**config.mk**
```make
export PLATFORM = sky130hd
export DESIGN_NAME = rstseq_top
export DESIGN_NICKNAME = d
export VERILOG_FILES = /design/src/rtl/rstseq_pkg.sv /design/src/rtl/rstseq_hold_timer.sv /design/src/rtl/rstseq_fsm.sv /design/src/rtl/rstseq_cfg_latch.sv /design/src/rtl/rstseq_out_stage.sv /design/src/rtl/rstseq_top.sv
export SDC_FILE = /design/constraint.sdc
export NUM_CORES = 1
export LEC_CHECK = 0
export BUFFER_PORTS_ARGS = -buffer_cell sky130_fd_sc_hd__buf_2
export CORE_MARGIN = 4
export CORE_UTILIZATION = 48
export DETAILED_ROUTE_END_ITERATION = 10
export PLACE_DENSITY_LB_ADDON = 0.12
export SETUP_SLACK_MARGIN = 0.1
export SYNTH_ARGS = -nofsm -noshare
export SYNTH_HDL_FRONTEND = slang
export SYNTH_SLANG_ARGS = --single-unit
```
**constraint.sdc**
```tcl
create_clock -name clk -period 2.6 [get_ports clk]
set_clock_uncertainty 0.2 [all_clocks]
set_input_delay 0.13 -clock clk [delete_from_list [all_inputs] [get_ports clk]]
set_output_delay 0.13 -clock clk [all_outputs]
set_load 0.02 [all_outputs]
```
**src/rtl/rstseq_pkg.sv**
```systemverilog
package rstseq_pkg;
  typedef enum logic [1:0] {
    SEQ_WAIT_PG = 2'd0,
    SEQ_HOLD    = 2'd1,
    SEQ_RUN     = 2'd2
  } seq_state_e;
endpackage

```
**src/rtl/rstseq_hold_timer.sv**
```systemverilog
module rstseq_hold_timer #(
  parameter int HOLD_CYC = 250000
) (
  input  logic clk,
  input  logic arst_n,
  input  logic clr,
  input  logic en,
  output logic done
);
  localparam int CNT_W = (HOLD_CYC > 1) ? $clog2(HOLD_CYC) : 1;
  localparam logic [CNT_W-1:0] LAST = CNT_W'(HOLD_CYC - 1);

  logic [CNT_W-1:0] cnt_q, cnt_d;

  assign done = (cnt_q == LAST);

  always_comb begin
    cnt_d = cnt_q;
    if (clr)             cnt_d = '0;
    else if (en && !done) cnt_d = cnt_q + 1'b1;
  end

  always_ff @(posedge clk or negedge arst_n) begin
    if (!arst_n) cnt_q <= '0;
    else         cnt_q <= cnt_d;
  end
endmodule

```
**src/rtl/rstseq_fsm.sv**
```systemverilog
module rstseq_fsm
  import rstseq_pkg::*;
(
  input  logic       clk,
  input  logic       arst_n,
  input  logic       pwr_good,
  input  logic       warm_req,
  input  logic       hold_done,
  output seq_state_e state_o,
  output logic       release_ev,
  output logic       enter_rst_ev
);
  seq_state_e state_q, state_d;

  always_comb begin
    state_d = state_q;
    unique case (state_q)
      SEQ_WAIT_PG: if (pwr_good) state_d = SEQ_HOLD;
      SEQ_HOLD: begin
        if (!pwr_good)      state_d = SEQ_WAIT_PG;
        else if (hold_done) state_d = SEQ_RUN;
      end
      SEQ_RUN: begin
        if (!pwr_good)     state_d = SEQ_WAIT_PG;
        else if (warm_req) state_d = SEQ_HOLD;
      end
      default: state_d = SEQ_WAIT_PG;
    endcase
  end

  always_ff @(posedge clk or negedge arst_n) begin
    if (!arst_n) state_q <= SEQ_WAIT_PG;
    else         state_q <= state_d;
  end

  assign state_o      = state_q;
  assign release_ev   = (state_q == SEQ_HOLD) && (state_d == SEQ_RUN);
  assign enter_rst_ev = (state_q == SEQ_RUN) && (state_d != SEQ_RUN);
endmodule

```
**src/rtl/rstseq_cfg_latch.sv**
```systemverilog
module rstseq_cfg_latch #(
  parameter int CFG_W = 8
) (
  input  logic             clk,
  input  logic             arst_n,
  input  logic             capture,
  input  logic [CFG_W-1:0] strap,
  output logic [CFG_W-1:0] cfg
);
  for (genvar b = 0; b < CFG_W; b++) begin : g_bit
    logic bit_q, bit_d;
    always_comb bit_d = capture ? strap[b] : bit_q;
    always_ff @(posedge clk or negedge arst_n) begin
      if (!arst_n) bit_q <= 1'b0;
      else         bit_q <= bit_d;
    end
    assign cfg[b] = bit_q;
  end
endmodule

```
**src/rtl/rstseq_out_stage.sv**
```systemverilog
module rstseq_out_stage #(
  parameter int CFG_W   = 8,
  parameter int TRI_BIT = 0
) (
  input  logic             clk,
  input  logic             arst_n,
  input  logic             running,
  input  logic             release_ev,
  input  logic             enter_rst_ev,
  input  logic [CFG_W-1:0] cfg,
  output logic             drive_en,
  output logic             start,
  output logic             inval
);
  logic floated;
  logic rel_q, rel_d;
  logic drv_q, drv_d;
  logic start_q, start_d;
  logic inval_q, inval_d;

  assign floated = cfg[TRI_BIT];

  always_comb begin
    rel_d   = release_ev;
    drv_d   = running && !floated;
    start_d = rel_q && !floated;
    inval_d = enter_rst_ev;
  end

  always_ff @(posedge clk or negedge arst_n) begin
    if (!arst_n) begin
      rel_q   <= 1'b0;
      drv_q   <= 1'b0;
      start_q <= 1'b0;
      inval_q <= 1'b0;
    end else begin
      rel_q   <= rel_d;
      drv_q   <= drv_d;
      start_q <= start_d;
      inval_q <= inval_d;
    end
  end

  assign drive_en = drv_q;
  assign start    = start_q;
  assign inval    = inval_q;
endmodule

```
**src/rtl/rstseq_top.sv**
```systemverilog
module rstseq_top
  import rstseq_pkg::*;
#(
  parameter int HOLD_CYC = 250000,
  parameter int CFG_W    = 8,
  parameter int TRI_BIT  = 0
) (
  input  logic             clk,
  input  logic             arst_n,
  input  logic             pwr_good,
  input  logic             warm_req,
  input  logic [CFG_W-1:0] strap_i,
  output logic             bus_rst_o,
  output logic             drive_en_o,
  output logic [CFG_W-1:0] cfg_o,
  output logic             start_o,
  output logic             inval_o
);
  seq_state_e state;
  logic       hold_done;
  logic       release_ev;
  logic       enter_rst_ev;
  logic       in_hold;
  logic       running;

  assign in_hold = (state == SEQ_HOLD);
  assign running = (state == SEQ_RUN);

  rstseq_hold_timer #(.HOLD_CYC(HOLD_CYC)) u_timer (
    .clk    (clk),
    .arst_n (arst_n),
    .clr    (!in_hold),
    .en     (in_hold),
    .done   (hold_done)
  );

  rstseq_fsm u_fsm (
    .clk          (clk),
    .arst_n       (arst_n),
    .pwr_good     (pwr_good),
    .warm_req     (warm_req),
    .hold_done    (hold_done),
    .state_o      (state),
    .release_ev   (release_ev),
    .enter_rst_ev (enter_rst_ev)
  );

  rstseq_cfg_latch #(.CFG_W(CFG_W)) u_cfg (
    .clk     (clk),
    .arst_n  (arst_n),
    .capture (release_ev),
    .strap   (strap_i),
    .cfg     (cfg_o)
  );

  rstseq_out_stage #(.CFG_W(CFG_W), .TRI_BIT(TRI_BIT)) u_out (
    .clk          (clk),
    .arst_n       (arst_n),
    .running      (running),
    .release_ev   (release_ev),
    .enter_rst_ev (enter_rst_ev),
    .cfg          (cfg_o),
    .drive_en     (drive_en_o),
    .start        (start_o),
    .inval        (inval_o)
  );

  assign bus_rst_o = !running;
endmodule

```
## Word level (Yosys, flattened, before mapping)

Cells that the tools add are included.

| cells by class | value |
|---|---|
| mux-type cells | 8 |
| equal/unequal tests | 6 |
| $add $sub $neg | 1 |
| multiply operators | 0 |
| shifts and indexed selects | 0 |
| bitwise logic cells | 0 |
| div/mod/pow operators | 0 |
| order comparisons | 0 |
| reductions and logical operators | 9 |

Operator list:

| operator | number |
|---|---|
| $mux W18 | 2 |
| $add A18 B1 Y18 const B | 1 |
| $eq A18 B18 Y1 const B | 1 |
| $mux W2 | 5 |
| $pmux W2 S3 | 1 |
| $logic_and A1 B1 Y1 | 5 |
| $eq A2 B2 Y1 const B | 2 |
| $ne A2 B2 Y1 const B | 2 |
| $logic_not A1 Y1 | 3 |
| $eq A2 B1 Y1 const B | 1 |
| $logic_not A2 Y1 | 1 |

| word-level totals | value |
|---|---|
| latch bits | 0 |
| bits in read-only memories | 0 |
| output and inout port bits | 12 |
| input port bits | 12 |
| memories kept | 0 |
| register bits after elaboration | 32 |
| bits in writable memories | 0 |

## Longest topological paths before layout

Gate-level depths: netlist of the first run.

| logic depth | value |
|---|---|
| depth in word-level cells | 6 |
| mapped depth | 6 |
| gate-level depth less buffers | 5 |

## Cells and area by module

Synthesis of the first run repeated with hierarchy kept, for this count alone.

| unflattened totals | value |
|---|---|
| cells, all modules | 155 |
| area, all modules | 1676.6 um^2 |

By module, submodules not included:

| module | cells an instance | seq. area each (um^2) | area each (um^2) | instances |
|---|---|---|---|---|
| rstseq_hold_timer | 110 | 450.4 | 1034.7 | 1 |
| rstseq_cfg_latch | 25 | 200.2 | 391.6 | 1 |
| rstseq_out_stage | 6 | 100.1 | 112.6 | 1 |
| rstseq_fsm | 10 | 50.0 | 110.1 | 1 |
| rstseq_top | 4 | 0.0 | 27.5 | 1 |

## Worst setup path before layout of the first run

No wires, ideal clock.

| timing path | value |
|---|---|
| path type | reg2reg |
| start point | register u_timer.cnt_q[0] |
| end point | register u_cfg.g_bit[0].bit_q |
| period minus slack after synthesis | 1.905 ns |
| library setup time | 0.125 ns |
| stages on the path, launching flop included | 7 |
| data required time | 2.275 ns |
| path slack | 0.695 ns |
| arrival time | 1.580 ns |
| path through | dfrtp_1 ha_1 and2_1 clkbuf_1 nand3_2 nor2_8 mux2_4 |

| between the ends | value |
|---|---|
| word-level cells in the longest chain between the ends | 6 |

RTL lines:

| item | RTL line | source |
|---|---|---|
| start: declaration | rstseq_hold_timer.sv:13 | `logic [CNT_W-1:0] cnt_q, cnt_d;` |
| start signal: assignment | rstseq_hold_timer.sv:25 | `else cnt_q <= cnt_d;` |
| $eq A18 B18 Y1 | rstseq_hold_timer.sv:15 | `assign done = (cnt_q == LAST);` |
| $mux W2 | rstseq_fsm.sv:21 | `else if (hold_done) state_d = SEQ_RUN;` |
| $mux W2 | rstseq_fsm.sv:20 | `if (!pwr_good) state_d = SEQ_WAIT_PG;` |
| $pmux W2 S3 | rstseq_fsm.sv:17 | `unique case (state_q)` |
| $eq A2 B2 Y1 | rstseq_fsm.sv:37 | `assign release_ev = (state_q == SEQ_HOLD) && (state_d == SEQ_RUN);` |
| $logic_and A1 B1 Y1 | rstseq_fsm.sv:37 |  |
| end signal: assignment | rstseq_cfg_latch.sv:15 | `else bit_q <= bit_d;` |
| end: declaration | rstseq_cfg_latch.sv:11 | `logic bit_q, bit_d;` |

Every way passes these cells.
A chain may end at the register's enable or synchronous reset.

## Worst setup path in the final report of the first run

| timing path | value |
|---|---|
| start point | register u_timer.cnt_q[0] |
| end point | register u_cfg.g_bit[5].bit_q |

| between the ends | value |
|---|---|
| word-level cells in the longest chain between the ends | 6 |

RTL lines:

| item | RTL line |
|---|---|
| $eq A18 B18 Y1 | rstseq_hold_timer.sv:15 |
| $mux W2 | rstseq_fsm.sv:21 |
| $mux W2 | rstseq_fsm.sv:20 |
| $pmux W2 S3 | rstseq_fsm.sv:17 |
| $eq A2 B2 Y1 | rstseq_fsm.sv:37 |
| $logic_and A1 B1 Y1 | rstseq_fsm.sv:37 |
| end signal: assignment | rstseq_cfg_latch.sv:15 |
| end: declaration | rstseq_cfg_latch.sv:11 |

Every way passes these cells.

==> results of run 1 <==
[synth_stat cells]
cell type,count,area share (%)
a21oi_1,9,2.8
buf_4,8,3.7
nor4_2,1,0.77
nand2b_1,2,0.77
inv_1,3,0.69
and3_1,2,0.77
o21ai_0,5,1.5
xor2_1,3,1.6
and4bb_4,1,1.0
nand3_2,1,0.61
and4_1,1,0.54
dfrtp_1,32,49
xnor2_1,7,3.8
nor2_8,1,1.2
and2_1,1,0.38
nor3_1,6,1.8
o21a_1,1,0.46
nor4_1,2,0.77
nand2_1,10,2.3
and4bb_1,1,0.77
nor2_1,12,2.8
nor4_4,2,2.6
nand4_1,5,1.9
nand4_4,1,1.3
nand4_2,1,0.77
and4_4,1,0.69
or3_1,2,0.77
nand3_1,6,1.8
a41o_1,2,1.2
nor2b_1,2,0.77
mux2i_1,1,0.61
a31oi_1,1,0.38
mux2_4,8,7.4
clkbuf_1,2,0.46
ha_1,1,0.77
a21boi_1,1,0.46
[where the power goes]
part / total, mW / internal, mW / leakage [nW] / switching, mW
sequential: 0.508 / 0.502 / 0.442 / 0.00586
combinational: 0.0503 / 0.0237 / 0.458 / 0.0266
clock: 0.364 / 0.202 / 0.0422 / 0.163
[through the flow]
| stage | power [mW] | util (%) |
|---|---|---|
| 5_1_grt | 0.969 | 61.5 |
| 4_1_cts | 0.934 | 61.5 |
| 2_1_floorplan | 0.530 | - |
| 6_report | 0.922 | 61.5 |
| 3_3_place_gp | 0.554 | 55.2 |
| 3_5_place_dp | 0.555 | 55.2 |
[metal layers]
layer	vias to the layer above	track usage, %	share of wire, %
li1	575	-	-
met1	572	20.9	45
met2	36	28.4	48
met3	5	5.61	5.7
met4	0	4.57	1.1
met5	-	0	0
[placed cells by master (no fill, tap or decap), types with 2 or more instances in the layout]
master,instances
a21oi_1,9
a41o_1,2
and3_1,2
buf_2,23
clkbuf_4,5
dfrtp_1,32
dlygate4sd3_1,12
inv_1,3
mux2_4,8
nand2_1,10
nand2b_1,2
nand3_1,6
nand4_1,5
nor2_1,12
nor2b_1,2
nor3_1,6
nor4_1,2
nor4_4,2
o21ai_0,5
or3_1,2
xnor2_1,7
xor2_1,3
[final cells by class]
| class | instances | area [sq um] | area share (%) |
|---|---|---|---|
| Clock buffer | 6 | 41.3 | 2.13 |
| Clock inverter | 2 | 35.0 | 1.81 |
| Inverter | 3 | 11.3 | 0.581 |
| Multi-Input combinational cell | 100 | 752 | 38.8 |
| Sequential cell | 32 | 801 | 41.3 |
| Tap cell | 44 | 55.1 | 2.84 |
| Timing Repair Buffer | 36 | 243 | 12.5 |
[critical path: stages (launching register included)]
cell and delay (ns):
dfrtp_1 0.42, ha_1 0.24, and2_1 0.30, nand3_2 0.17, nor2_8 0.23, mux2_4 0.34
[cells by family (layout without fill, tap and decap cells)]
kind of cell	Yosys count	after routing	share of synthesized area, %
buffers and inverters	13	47	4.83
AO/OA/AOI/OAI	19	19	6.83
AND/OR/NAND/NOR	61	61	25.2
adder cells (fa/ha/maj)	1	1	0.767
flip-flops	32	32	49.1
XOR/XNOR	10	10	5.37
multiplexers	9	9	7.98
[flip-flops by register name, summed over array words and instances (netlist names)]
signal,cells
u_out.drive_en,1
u_out.rel_q,1
u_fsm.state_o,2
u_out.start,1
u_timer.cnt_q,18
u_cfg.g_bit.bit_q,8
u_out.inval,1
[how the worst min path moves through the flow]
stage | startpoint | to | slack, ns | depth (start not counted)
floorplan | arst_n | u_cfg.g_bit[0].bit_q$_DFFE_PN0P_ | -0.37 | 0
global placement | arst_n | u_out.drive_en$_DFF_PN0_ | 0.01 | 1
detailed placement | arst_n | u_out.start$_DFF_PN0_ | 0.01 | 1
CTS | arst_n | u_out.start$_DFF_PN0_ | 0.19 | 2
global route | arst_n | u_out.drive_en$_DFF_PN0_ | 0.23 | 2
finish | arst_n | u_out.drive_en$_DFF_PN0_ | 0.17 | 2
==> impl_metrics.json, run 1 <==
{
  "power.leakage_nw": 0.943,
  "path_clk_slew_ns": 0.10,
  "ctsResizeCount": 0,
  "worstSetupStartpoint": "u_timer.cnt_q[0]$_DFFE_PN0P_",
  "syn_area_sq_mm": 0.00163,
  "grt_pass1_wl_mm": 5.57,
  "r2r_cells": 5,
  "maxSlewViolCount": 0,
  "gr-total-overflow": 0,
  "clock_sinks": 32,
  "antenna-diode-count": 0,
  "worst_ep_required_time_ns": 2.62,
  "cts_tree": "yes",
  "cts_buffers": 5,
  "holdBufCountCts": 12,
  "vias": 1188,
  "grt_setup_unrepaired": "no",
  "ys_warn_count": 0,
  "drive_gt1_share_pct": 26.8,
  "crit_arrival_ns": 2.02,
  "synthToLayoutAreaGrowth_pct": 18.8,
  "dpl-instance-area_sq_mm": 0.00174,
  "vias_per_cell": 5.33,
  "final_area_sq_mm": 0.00194,
  "antenna_found_initial": 0,
  "start_util_pct": 51.7,
  "r2r_end": "u_cfg.g_bit[5].bit_q$_DFFE_PN0P_",
  "floorplan.die.width_microns": 66.3,
  "finalCritPeriodShare_pct": 77.0,
  "synth-seq-area-share_pct": 49.1,
  "maxSlewHeadroom_pct": 54.0,
  "dp_slack_ns": 0.604,
  "track_usage_pct": 17.0,
  "synth.distinct_cells": 36,
  "min_path_type": "in -> async",
  "dp_hpwl_mm": 2.05,
  "grt_pass1_vias": 1185,
  "fin_cells": 223,
  "core_area_sq_mm": 0.00315,
  "maxCapViolCount": 0,
  "die_h_microns": 66.3,
  "ios": 24,
  "dp.cells": 203,
  "holdWs_ns": 0.170,
  "worstSkewPairLatency_ns": 0.33,
  "place.gp.congestion": 0.854,
  "firstDrtPassIters": 4,
  "reg2reg_slack_ns": 0.60,
  "tightest_slew_ns": 0.690,
  "h-tree-depth": 2,
  "ir_drop_uv": 263,
  "rr_startpoint": "u_timer.cnt_q[0]$_DFFE_PN0P_",
  "setup_viol": 0,
  "status": "complete, no violations",
  "min_period_ns": 2.00,
  "fillers": 277,
  "port_buffers": 23,
  "setup_ws_ns": 0.597,
  "cts_root_buffer": "clkbuf_4",
  "drc_errors": 0,
  "endpoint": "u_cfg.g_bit[5].bit_q$_DFFE_PN0P_",
  "crit_type": "reg -> reg",
  "powerDensity_mw_per_mm2": 476,
  "synth.net_count": 158,
  "clk_path_buf_depth": 2,
  "start_kind": "flop",
  "post-cts-setup-buffers": 0,
  "cp_max_fo": 9,
  "drt-total-wl_mm": 3.18,
  "finalSetupTns_ns": 0,
  "crit_path_end_kind": "flop",
  "avgRoutedWirePerCell_microns": 14.3,
  "placementRows": 20,
  "die_area_sq_mm": 0.00440,
  "hold_viol": 0,
  "syn_inst": 145,
  "nets": 191,
  "syn_area_per_cell_sq_um": 11.3,
  "ys_seq_elements": 32,
  "fmax_ghz": 0.499,
  "ant_nets": 0,
  "grt_max_degree": 33,
  "drt-initial-drc-count": 69
}
Power figures use the tool's default switching activity.
==> run 2: changes to the inputs <==
--- a/config.mk
+++ b/config.mk
@@ -5,6 +5,7 @@
 export SDC_FILE = /design/constraint.sdc
 export NUM_CORES = 1
 export LEC_CHECK = 0
+export ABC_AREA = 1
 export BUFFER_PORTS_ARGS = -buffer_cell sky130_fd_sc_hd__buf_2
 export CORE_MARGIN = 4
 export CORE_UTILIZATION = 48
==> constraint.sdc (replaced) <==
create_clock -name clk -period 2.1 [get_ports clk]
set_clock_uncertainty 0.2 [all_clocks]
set_input_delay 0.105 -clock clk [delete_from_list [all_inputs] [get_ports clk]]
set_output_delay 0.105 -clock clk [all_outputs]
set_load 0.02 [all_outputs]
==> impl_metrics.json, run 2 <==
{
  "crit_path_end_kind": "flop",
  "synth_top_area_share_pct": 45.9,
  "place.gp.congestion": 0.874,
  "grt_pass1_vias": 1410,
  "multi_input_area_sq_um": 759,
  "worst_ep_required_time_ns": 2.13,
  "ant_nets": 0,
  "drc_errors": 0,
  "fillers": 318,
  "layout_commonest_cell": "nand2_1",
  "cts_root_buffer": "clkbuf_4",
  "maxCapViolCount": 0,
  "async_reset_ff_share_pct": 100,
  "holdWs_ns": 0.138,
  "largest-register": "u_timer.cnt_q",
  "clk_path_buf_depth": 2,
  "ys_warn_count": 0,
  "ctsResizeCount": 0,
  "synth_area_leader_cell": "dfrtp_1",
  "seq_power_share_pct": 53.1,
  "fmax_ghz": 0.565,
  "firstDrtPassIters": 4,
  "r2r_end": "u_cfg.g_bit[7].bit_q$_DFFE_PN0P_",
  "drt-total-wl_mm": 3.49,
  "drive_gt1_share_pct": 22.4,
  "core_area_sq_mm": 0.00342,
  "clock_sinks": 32,
  "powerDensity_mw_per_mm2": 597,
  "ir_drop_uv": 341,
  "tightest_slew_ns": 0.703,
  "largest_register_ffs": 18,
  "power_switching_mw": 0.290,
  "drt-initial-drc-count": 87,
  "synth.net_count": 234,
  "maxSlewViolCount": 0,
  "min_period_ns": 1.77,
  "port_buffers": 23,
  "hold_viol": 0,
  "synth_edf_count": 0,
  "finalSetupTns_ns": 0,
  "synth.distinct_cells": 27,
  "start_util_pct": 51.0,
  "cts_buffers": 5,
  "syn_inst": 221,
  "power.leakage_nw": 1.04,
  "ios": 24,
  "die_area_sq_mm": 0.00466,
  "crit_arrival_ns": 1.80,
  "synthToLayoutAreaGrowth_pct": 16.4,
  "vias_per_cell": 4.83,
  "antenna-diode-count": 0,
  "r2r_cells": 8,
  "syn_area_per_cell_sq_um": 7.89,
  "p_int_mw": 0.921,
  "crit_slowest_cell": "dfrtp_1",
  "finalCritPeriodShare_pct": 84.3,
  "finalPower_mw": 1.21,
  "rr_startpoint": "u_timer.cnt_q[0]$_DFFE_PN0P_",
  "synth_most_common_cell": "nand2_1",
  "reg2reg_slack_ns": 0.33,
  "status": "complete, no violations",
  "setup_viol": 0,
  "final_cell_mix": "nand2_1, nor2_1, dfrtp_1, nand3_1, buf_2",
  "yosys_most_used_dff": "dfrtp_1",
  "ys_seq_elements": 32,
  "grt_pass1_wl_mm": 6.24,
  "h-tree-depth": 2,
  "clock_power_share_pct": 38.1,
  "crit_type": "reg -> reg",
  "nets": 266,
  "swShare_pct": 24.0,
  "start_kind": "flop",
  "die_h_microns": 68.3,
  "dpl-instance-area_sq_mm": 0.00184,
  "antenna_found_initial": 0,
  "synth_commonest_cells": "nand2_1, nor2_1, dfrtp_1, nand3_1, inv_1",
  "floorplan.die.width_microns": 68.3,
  "grt_setup_unrepaired": "no",
  "dp_hpwl_mm": 2.58,
  "synth-seq-area-share_pct": 45.9,
  "vias": 1449,
  "maxSlewHeadroom_pct": 53.1,
  "cpPeakStageDelay_ns": 0.45,
  "pwr-share-comb_pct": 8.8,
  "cp_max_fo": 11,
  "track_usage_pct": 18.0,
  "syn_area_sq_mm": 0.00174,
  "yosys-top-cells-area": "dfrtp_1, nand2_1, nor2_1, nand3_1, inv_1",
  "regArea_sq_um": 801,
  "gr-total-overflow": 0,
  "worstSkewPairLatency_ns": 0.34,
  "min_path_type": "in -> async",
  "cts_tree": "yes",
  "avgRoutedWirePerCell_microns": 11.6,
  "grt_max_degree": 33,
  "final_area_sq_mm": 0.00203,
  "path_cells": "ha_1, nand2_2, nor2_8, nand3_4, nor2_4, nand2_2, nand2_1, nand2_1",
  "placementRows": 21,
  "path_clk_slew_ns": 0.11
}
==> run 2: cell types whose count changed after synthesis, moves of 6 or more <==
cell,previous run,this run
mux2_4,8,0
inv_1,3,18
nand2_2,0,6
nand3_1,6,24
nand2_1,10,54
nor2_1,12,35
==> run 2: repair_timing <==
| item | CTS | global route |
|---|---|---|
| setup buffers | 0 | 0 |
| hold endpoints to repair | 43 | 0 |
| hold buffers | 11 | 0 |
==> run 2: cells by family after synthesis <==
kind of cell / Yosys count / synth area share [%]
xor+xnor: 5 / 2.51
fa+ha+maj: 1 / 0.718
buf+inv: 36 / 10.5
flops: 32 / 45.9
compound gates: 14 / 4.52
simple gates: 133 / 35.8
==> run 2: worst max path at each step <==
stage	startpoint	to	depth (start not counted)
finish	u_timer.cnt_q[0]$_DFFE_PN0P_	u_cfg.g_bit[7].bit_q$_DFFE_PN0P_	8
global route	u_timer.cnt_q[0]$_DFFE_PN0P_	u_cfg.g_bit[3].bit_q$_DFFE_PN0P_	8
CTS	u_timer.cnt_q[0]$_DFFE_PN0P_	u_cfg.g_bit[7].bit_q$_DFFE_PN0P_	8
detailed placement	u_timer.cnt_q[0]$_DFFE_PN0P_	u_cfg.g_bit[4].bit_q$_DFFE_PN0P_	8
global placement	u_timer.cnt_q[0]$_DFFE_PN0P_	u_out.inval$_DFF_PN0_	8
floorplan	u_timer.cnt_q[0]$_DFFE_PN0P_	u_cfg.g_bit[0].bit_q$_DFFE_PN0P_	9
==> run 2: power by group through the flow <==
stage,Combinational [mW],Sequential (mW),Clock [mW]
2_1_floorplan,0.0523,0.652,0
3_3_place_gp,0.0926,0.655,0
3_5_place_dp,0.0921,0.655,0
4_1_cts,0.108,0.643,0.471
5_1_grt,0.124,0.645,0.498
6_report,0.106,0.643,0.462
==> run 2: area by class of cell <==
class	count	area share [%]
clock buffers	6	2.03
clock inverters	2	1.73
inverters	25	4.69
multi-input cells	153	37.4
flip-flops and latches	32	39.5
well taps	46	2.84
repair buffers	36	11.8
==> run 2: worst max-delay path: cells and delay by family (launching register included) <==
| family | cells | cell delay, ns |
|---|---|---|
| flops | 1 | 0.45 |
| simple gates | 7 | 0.81 |
| fa+ha+maj | 1 | 0.21 |
==> run 2: metrics by stage <==
stage                     cells  worst slack, ns  util [%]
final                       300            0.329      59.4
after global routing        300            0.119      59.4
after CTS                   300            0.302      59.4
after detailed placement    281            0.317      54.0
after global placement      281            0.351      54.0
after floorplan             221            0.487         -
==> run 2: metal layers <==
layer | routed length (microns) | track usage (%) | vias to the layer above | share of wire [%]
met5 | 0 | 0 | - | 0
met4 | 51 | 9.93 | 0 | 1.5
met3 | 149 | 4.11 | 6 | 4.3
met2 | 1530 | 25.5 | 19 | 44
met1 | 1760 | 25.3 | 671 | 50
li1 | - | - | 753 | -
